File: config.mk
export PLATFORM = sky130hd
export DESIGN_NAME = can_field_parser
export DESIGN_NICKNAME = d
export VERILOG_FILES = /design/src/rtl/can_field_parser.sv
export SDC_FILE = /design/constraint.sdc
export NUM_CORES = 1
export LEC_CHECK = 0
export BUFFER_PORTS_ARGS = -buffer_cell sky130_fd_sc_hd__buf_4
export CORE_UTILIZATION = 55
export DETAILED_ROUTE_END_ITERATION = 10
export HOLD_SLACK_MARGIN = 0.03
export PLACE_DENSITY_LB_ADDON = 0.08
export SLEW_MARGIN = 15
export SYNTH_ARGS = -nofsm -noshare
export SYNTH_HDL_FRONTEND = slang
export SYNTH_SLANG_ARGS = --single-unit
File: constraint.sdc
create_clock -name clk -period 11 [get_ports clk]
set_input_delay 2.2 -clock clk [delete_from_list [all_inputs] [get_ports clk]]
set_output_delay 2.2 -clock clk [all_outputs]
set_load 0.02 [all_outputs]
File: src/rtl/can_field_parser.sv
module can_field_parser (
  input  logic        clk,
  input  logic        rst_n,
  input  logic        bit_valid,
  input  logic        bit_in,
  output logic        stuff_en,
  output logic        frame_done,
  output logic        ext_frame,
  output logic        remote,
  output logic        srr,
  output logic        rsv0,
  output logic        rsv1,
  output logic [10:0] base_id,
  output logic [17:0] ext_id,
  output logic [28:0] full_id,
  output logic [3:0]  dlc,
  output logic [63:0] data,
  output logic [14:0] crc,
  output logic        ack,
  output logic        err_sof,
  output logic        err_id,
  output logic        err_dlc,
  output logic        err_crc_delim,
  output logic        err_ack_delim,
  output logic        err_eof
);
  localparam int IW = 7;
  localparam logic [IW-1:0] BASE_DSTART = IW'(19);
  localparam logic [IW-1:0] EXT_DSTART  = IW'(39);
  localparam logic [IW-1:0] CRC_LEN     = IW'(15);
  localparam logic [IW-1:0] TAIL_LAST   = IW'(24);

  logic [IW-1:0] idx;
  logic          b12, rtr_x, r1_q;
  logic [3:0]    len;
  logic [IW-1:0] dstart, crc_start, doff, dlc_last;

  assign remote    = ext_frame ? rtr_x : b12;
  assign srr       = ext_frame & b12;
  assign rsv1      = ext_frame & r1_q;
  assign full_id   = ext_frame ? {base_id, ext_id} : {18'd0, base_id};
  assign len       = (remote || dlc > 4'd8) ? 4'd0 : dlc;
  assign dstart    = ext_frame ? EXT_DSTART : BASE_DSTART;
  assign dlc_last  = dstart - IW'(1);
  assign crc_start = dstart + {len, 3'b000};
  assign doff      = idx - dstart;
  assign stuff_en  = idx < crc_start + CRC_LEN;

  always_ff @(posedge clk or negedge rst_n) begin
    if (!rst_n) begin
      idx <= '0; frame_done <= 1'b0;
      ext_frame <= 1'b0; b12 <= 1'b0; rtr_x <= 1'b0; r1_q <= 1'b0; rsv0 <= 1'b0;
      base_id <= '0; ext_id <= '0; dlc <= '0; data <= '0; crc <= '0; ack <= 1'b0;
      err_sof <= 1'b0; err_id <= 1'b0; err_dlc <= 1'b0;
      err_crc_delim <= 1'b0; err_ack_delim <= 1'b0; err_eof <= 1'b0;
    end else begin
      frame_done <= 1'b0;
      if (bit_valid) begin
        idx <= idx + IW'(1);
        if (idx == '0) begin
          ext_frame <= 1'b0; b12 <= 1'b0; rtr_x <= 1'b0; r1_q <= 1'b0; rsv0 <= 1'b0;
          base_id <= '0; ext_id <= '0; dlc <= '0; data <= '0; crc <= '0; ack <= 1'b0;
          err_sof <= bit_in; err_id <= 1'b0; err_dlc <= 1'b0;
          err_crc_delim <= 1'b0; err_ack_delim <= 1'b0; err_eof <= 1'b0;
        end
        if (idx >= IW'(1) && idx <= IW'(11)) base_id <= {base_id[9:0], bit_in};
        if (idx == IW'(11) && &base_id[9:3]) err_id <= 1'b1;
        if (idx == IW'(12)) b12 <= bit_in;
        if (idx == IW'(13)) ext_frame <= bit_in;
        if (!ext_frame) begin
          if (idx == IW'(14)) rsv0 <= bit_in;
          if (idx >= IW'(15) && idx <= IW'(18)) dlc <= {dlc[2:0], bit_in};
        end else begin
          if (idx >= IW'(14) && idx <= IW'(31)) ext_id <= {ext_id[16:0], bit_in};
          if (idx == IW'(32)) rtr_x <= bit_in;
          if (idx == IW'(33)) r1_q <= bit_in;
          if (idx == IW'(34)) rsv0 <= bit_in;
          if (idx >= IW'(35) && idx <= IW'(38)) dlc <= {dlc[2:0], bit_in};
        end
        if (idx >= IW'(14) && idx == dlc_last && {dlc[2:0], bit_in} > 4'd8) err_dlc <= 1'b1;
        if (idx >= dstart && idx < crc_start) data[~doff[5:0]] <= bit_in;
        if (idx >= crc_start && idx < crc_start + CRC_LEN) crc <= {crc[13:0], bit_in};
        if (idx == crc_start + CRC_LEN && !bit_in) err_crc_delim <= 1'b1;
        if (idx == crc_start + IW'(16)) ack <= !bit_in;
        if (idx == crc_start + IW'(17) && !bit_in) err_ack_delim <= 1'b1;
        if (idx >= crc_start + IW'(18) && !bit_in) err_eof <= 1'b1;
        if (idx == crc_start + TAIL_LAST) begin
          idx <= '0;
          frame_done <= 1'b1;
        end
      end
    end
  end

  assert_done_pulse_R9: assert property (@(posedge clk) disable iff (!rst_n)
    frame_done |=> !frame_done);
  assert_done_after_bit_R9: assert property (@(posedge clk) disable iff (!rst_n)
    frame_done |-> $past(bit_valid));
  assert_stuff_back_R10: assert property (@(posedge clk) disable iff (!rst_n)
    frame_done |-> stuff_en);
  assert_remote_empty_R5: assert property (@(posedge clk) disable iff (!rst_n)
    (frame_done && remote) |-> data == '0);
  assert_dlc_flag_R5: assert property (@(posedge clk) disable iff (!rst_n)
    frame_done |-> (err_dlc == (dlc > 4'd8)));
  assert_eof_last_R8: assert property (@(posedge clk) disable iff (!rst_n)
    (frame_done && !err_eof) |-> $past(bit_in));
  assert_hold_R11: assert property (@(posedge clk) disable iff (!rst_n)
    !bit_valid |=> ($stable(idx) && $stable(data) && $stable(crc)));
endmodule

-- Word-level counts from Yosys, hierarchy flattened
Index checks and enable logic that the tools add are counted.
- $add $sub $neg: 9
- order comparisons: 17
- eq/ne operators: 12
- multiplexer cells: 43
- bitwise operators: 3
- reductions and logical operators: 38
- operators by type and width (operator ; number):
    $mux 64 ; 3
    $bwmux 64 ; 1
    $mux 18 ; 3
    $eq 7x7->1 ; 5
    $mux 15 ; 2
    $mux 29 ; 1
    $add 7x5->7 const B ; 4
    $eq 7x4->1 const B ; 4
    $mux 1 ; 23
    $mux 11 ; 2
    $reduce_and 2->1 ; 11
    $eq 7x6->1 const B ; 3
    $mux 4 ; 5
    $reduce_bool 2->1 ; 10
    $ge 7x4->1 const B ; 2
    $ge 7x7->1 ; 2
    $le 7x5->1 const B ; 2
    $lt 7x7->1 ; 2
    $logic_and 1x1->1 ; 13
    $gt 4x4->1 const B ; 2
    $add 6x7->7 ; 1
    $add 7x1->7 const B ; 1
    $add 7x4->7 const B ; 1
    $ge 7x1->1 const B ; 1
    17 further kinds ; 18
- register bits after elaboration: 132
- input port bits: 4

-- Logic depth before layout (Yosys ltp)
- depth after elaboration: 9
- mapped depth: 17
- gate-level depth less buffers: 14

-- Worst setup path before layout
OpenSTA, ideal clock, no wires.
- path type: reg2out
- start: register ext_frame
- end: output port stuff_en
- data arrival time: 3.182 ns
- required time: 8.800 ns
- path slack: 5.618 ns
- stages on the path, launching flop included: 12
- buffers on the path: 3
- path through: dfrtp_1 -> buf_1 -> clkbuf_1 -> inv_1 -> ha_1 -> inv_1 -> fa_1 -> buf_2 -> xor2_1 -> ha_1 -> o21a_1 -> o21ai_0
- longest elaborated chain between the ends: 6
- elaborated cells on any way between the ends: 7
- those cells by class: add/sub (2); order compare (1); mux (3); reduce/logical (1)
- ends and longest elaborated chain (what ; RTL line ; RTL):
    start, declared ; 8 ; output logic ext_frame,
    start signal, assigned ; 69 ; if (idx == IW'(13)) ext_frame <= bit_in;
    $mux 1 ; 38 ; assign remote = ext_frame ? rtr_x : b12;
    $logic_or 1x1->1 ; 42 ; assign len = (remote || dlc > 4'd8) ? 4'd0 : dlc;
    $mux 4 ; 42 ;
    $add 6x7->7 (*) ; 45 ; assign crc_start = dstart + {len, 3'b000};
    $add 7x4->7 (*) ; 47 ; assign stuff_en = idx < crc_start + CRC_LEN;
    $lt 7x7->1 (*) ; 47 ;
    end, declared ; 6 ; output logic stuff_en,
Every way passes the cells marked *; elsewhere a longest branch is shown, timed or not.

-- Worst setup path in the final report
Same ends and word-level chain as after synthesis.

==> results by group <==
Status
  • Status: finished clean

Power and ir drop
  • Worst VDD drop: 0.000168 V
  • Pwr dens: 296 nW/µm²
  • Leakage: approximately 4.0 nW

Clocking
  • Post-cts hold buffer count: 0
  • TritonCTS Buffers: 17
  • CTS sink count: 132
  • CTS root buffer: clkbuf_16
  • Clock Latency Late Sink: just over 0.4 ns
  • Clock-pin slew on the worst setup and hold paths: ~0.05 ns
  • Max clock buf depth: 2
  • CTS tree: done
  • Setup Fix Bufs, Post-CTS: 0
  • H-tree lvl count: 4
  • Post-cts resize count: 0

Synthesis
  • Synth area leader: dfrtp_1
  • Sequential area share after synthesis: a little under half
  • Synthesized area per cell: 9.74 µm²
  • Share of the synthesized area in the top cell type: a little under half
  • Distinct cells, synth: 62
  • Post-Synthesis Net Count: 739
  • Ys flop type: dfrtp_1
  • Asr flop ratio synth: 100%
  • Yosys reg bits: 132
  • Cell Area, Synth: a little under 7000 µm²
  • Most common cell in the netlist: dfrtp_1
  • Post-synth top cells: dfrtp_1, nand2_1, o21ai_0
  • Syn Inst Count: between 700 and 800
  • Post-synth EDFFs: 0
  • Ranking of synthesized cells by area: dfrtp_1, o211ai_1, nand2_1, o21ai_0, ha_1
  • Yosys warning count: 0

Finish
  • Share of cells above drive strength 1: around a quarter
  • FILL cells: 952
  • P&R area growth vs syn: 25.5%
  • Layout Nets: between 800 and 900
  • Layout Cells excl Fill: slightly above 1000

Critical path
  • Crit path from: ext_frame$_DFFE_PN0P_
  • Critical path launch point type: flop
  • Worst setup path endpoint: stuff_en
  • Critical path depth in cells: 12
  • CP arrival: ~3.5 ns
  • Kind of cell adding the most delay to the critical path: adder cells
  • CP required: 8.80 ns
  • Critical path's slowest cell: fa_1
  • CP endpoint kind: primary output
  • Worst-path maximum fanout: 8
  • Cell chain of the critical path: mux2i_1, and3_1, ha_1, inv_1, fa_1, nor2_1, xnor2_1, ha_1, a2111oi_0, o21ai_0, o21ai_0, buf_4
  • Worst r2r path cells: 14
  • Critical path type: flop to primary output
  • Critical Path Max Stage Delay: 0.73 ns
  • R2r endpoint: data[63]$_DFFE_PN0P_
  • R2r setup slk: approximately 6.8 ns
  • Critical path buffers and inverters: 2
  • Worst r2r src: ext_frame$_DFFE_PN0P_

Drt
  • Final wirelength: between 15000 and 20000 µm
  • Residual DRC: 0
  • DR iter-0 viols: between 500 and 600
  • Routed Antenna Nets: 0
  • Avg Vias per Cell: slightly below 6
  • DR WL/cell: roughly 18 µm
  • Vias after detailed routing: 6128
  • TritonRoute pass-1 iters: 6

Global route
  • Largest net degree at the start of global routing: approximately 110
  • First-pass GRT wire length: slightly below 30000 µm
  • Initial antenna violation count: 0
  • Total gr overflow: 0
  • Overall Global Routing Usage: 29.1%
  • Vias in the first global route: roughly 5800

STA
  • Pins Over Slew Limit: 0
  • Actual slew at the worst max-slew pin: 1.12 ns
  • Hold Fails Final Rpt: 0
  • Final worst-path cycle share: between 50% and 60%
  • Setup-failing EPs final: 0
  • Unrepaired setup endpoints after global routing: false
  • Layout Skew: 0.00705 ns
  • Final critical-path required period: around 5.7 ns
  • Fmax: 174 MHz
  • Setup_tns: 0 ns
  • Slew headroom: 25.6%

Floorplanning
  • Die W: 114 µm
  • Row count: 40
  • Die area: approximately 13000 µm²
  • Boundary pin count: ~160
  • Die Span Y: roughly 110 µm
  • Area of the core: roughly 12000 µm²
  • Initial Utilization: between 50% and 60%

Min path
  • Worst Hold Class: flop to flop

Placement
  • DP Cell Count: around 1000
  • Count of buffers from port buffering: 158
  • RePlAce Congestion: just over 0.9
  • HPWL after DPL: approximately 12000 µm

Job
  • Maxcap violations: 0
==> worst min path at each step <==
stage / from / to / slack, ns / depth (start not counted)
2_1_floorplan: r1_q$_DFFE_PN0P_ / r1_q$_DFFE_PN0P_ / 0.46 / 2
3_3_place_gp: err_id$_DFFE_PN0P_ / err_id$_DFFE_PN0P_ / 0.47 / 1
3_5_place_dp: err_id$_DFFE_PN0P_ / err_id$_DFFE_PN0P_ / 0.48 / 1
4_1_cts: err_ack_delim$_DFFE_PN0P_ / err_ack_delim$_DFFE_PN0P_ / 0.49 / 2
5_1_grt: err_id$_DFFE_PN0P_ / err_id$_DFFE_PN0P_ / 0.51 / 1
6_report: err_ack_delim$_DFFE_PN0P_ / err_ack_delim$_DFFE_PN0P_ / 0.49 / 2
==> power breakdown <==
part           leakage (nW)  total, mW  internal [mW]  switching (mW)
Combinational          1.91       1.26          0.478           0.782
Sequential             1.82      0.749          0.602           0.147
Clock                 0.295      0.574          0.383           0.192
Total                  4.02       2.58           1.46            1.12
==> metrics by stage <==
step	cell area [µm²]	utilization (%)	power (mW)	hold WS (ns)	setup WS, ns
after floorplan	6950	-	1.59	0.455	5.62
after global routing	8710	71.7	2.73	0.510	4.96
after detailed placement	8110	66.7	2.00	0.481	5.70
final	8720	71.7	2.58	0.490	5.26
after CTS	8710	71.7	2.58	0.494	5.26
after global placement	8110	66.7	1.96	0.467	5.80
==> state kept, by name (all words and copies together) (netlist names) <==
register / cells
base_id: 11
err_ack_delim: 1
rtr_x: 1
err_id: 1
err_eof: 1
ack: 1
r1_q: 1
err_dlc: 1
crc: 15
err_crc_delim: 1
idx: 7
err_sof: 1
frame_done: 1
rsv0: 1
b12: 1
ext_id: 18
dlc: 4
ext_frame: 1
data: 64
==> placed cells by master (no fill, tap or decap), types with 3 or more instances in the layout <==
master and count:
ha_1 21, clkbuf_16 17, o21ai_1 42, clkbuf_1 3
nand4_1 12, nand2_1 90, xor2_1 9, nor3_1 11
and3_1 5, inv_1 27, o211ai_1 50, buf_4 163
a21oi_1 12, xnor2_1 10, a22o_1 17, a31o_2 3
a32o_1 20, o21ai_0 55, clkbuf_8 5, bufinv_16 3
and2_1 23, o21a_1 3, dfrtp_1 132, nor4_1 4
nor2b_1 3, mux2_2 11, nand3_1 29, nor2_1 38
==> kinds of logic after synthesis <==
kind of cell               synth area share [%]
AOI/OAI and AO/OA                          21.1
DFF                                        47.6
xor gates and xnor gates                   2.97
muxes                                      2.07
adders and majority gates                  4.07
and+or+nand+nor                            16.6
buffers and inverters                      5.60
==> layout make-up <==
type / instances / area [µm²] / area share, %
Sequential cell: 132 / 3300 / 37.9
Clock buffer: 25 / 505 / 5.80
Tap cell: 168 / 210 / 2.41
Clock inverter: 4 / 95.1 / 1.09
Inverter: 27 / 101 / 1.16
Multi-Input combinational cell: 507 / 3280 / 37.6
Timing Repair Buffer: 163 / 1220 / 14.0
Antenna cell: 1 / 2.50 / 0.0287
==> worst min-delay path, delay by kind of cell, from the launching register on <==
kind | cells | cell delay (ns)
AOI/OAI and AO/OA | 1 | 0.07
DFF | 1 | 0.34
and+or+nand+nor | 1 | 0.05
==> metal layers <==
metal	part of all wire (%)	GRT usage, %	vias up
met2	49	46.6	247
li1	-	-	2850
met1	43	38.9	2997
met5	0	0	-
met4	2.0	12.5	0
met3	5.9	5.29	34
(Power assumes the default switching activity.)
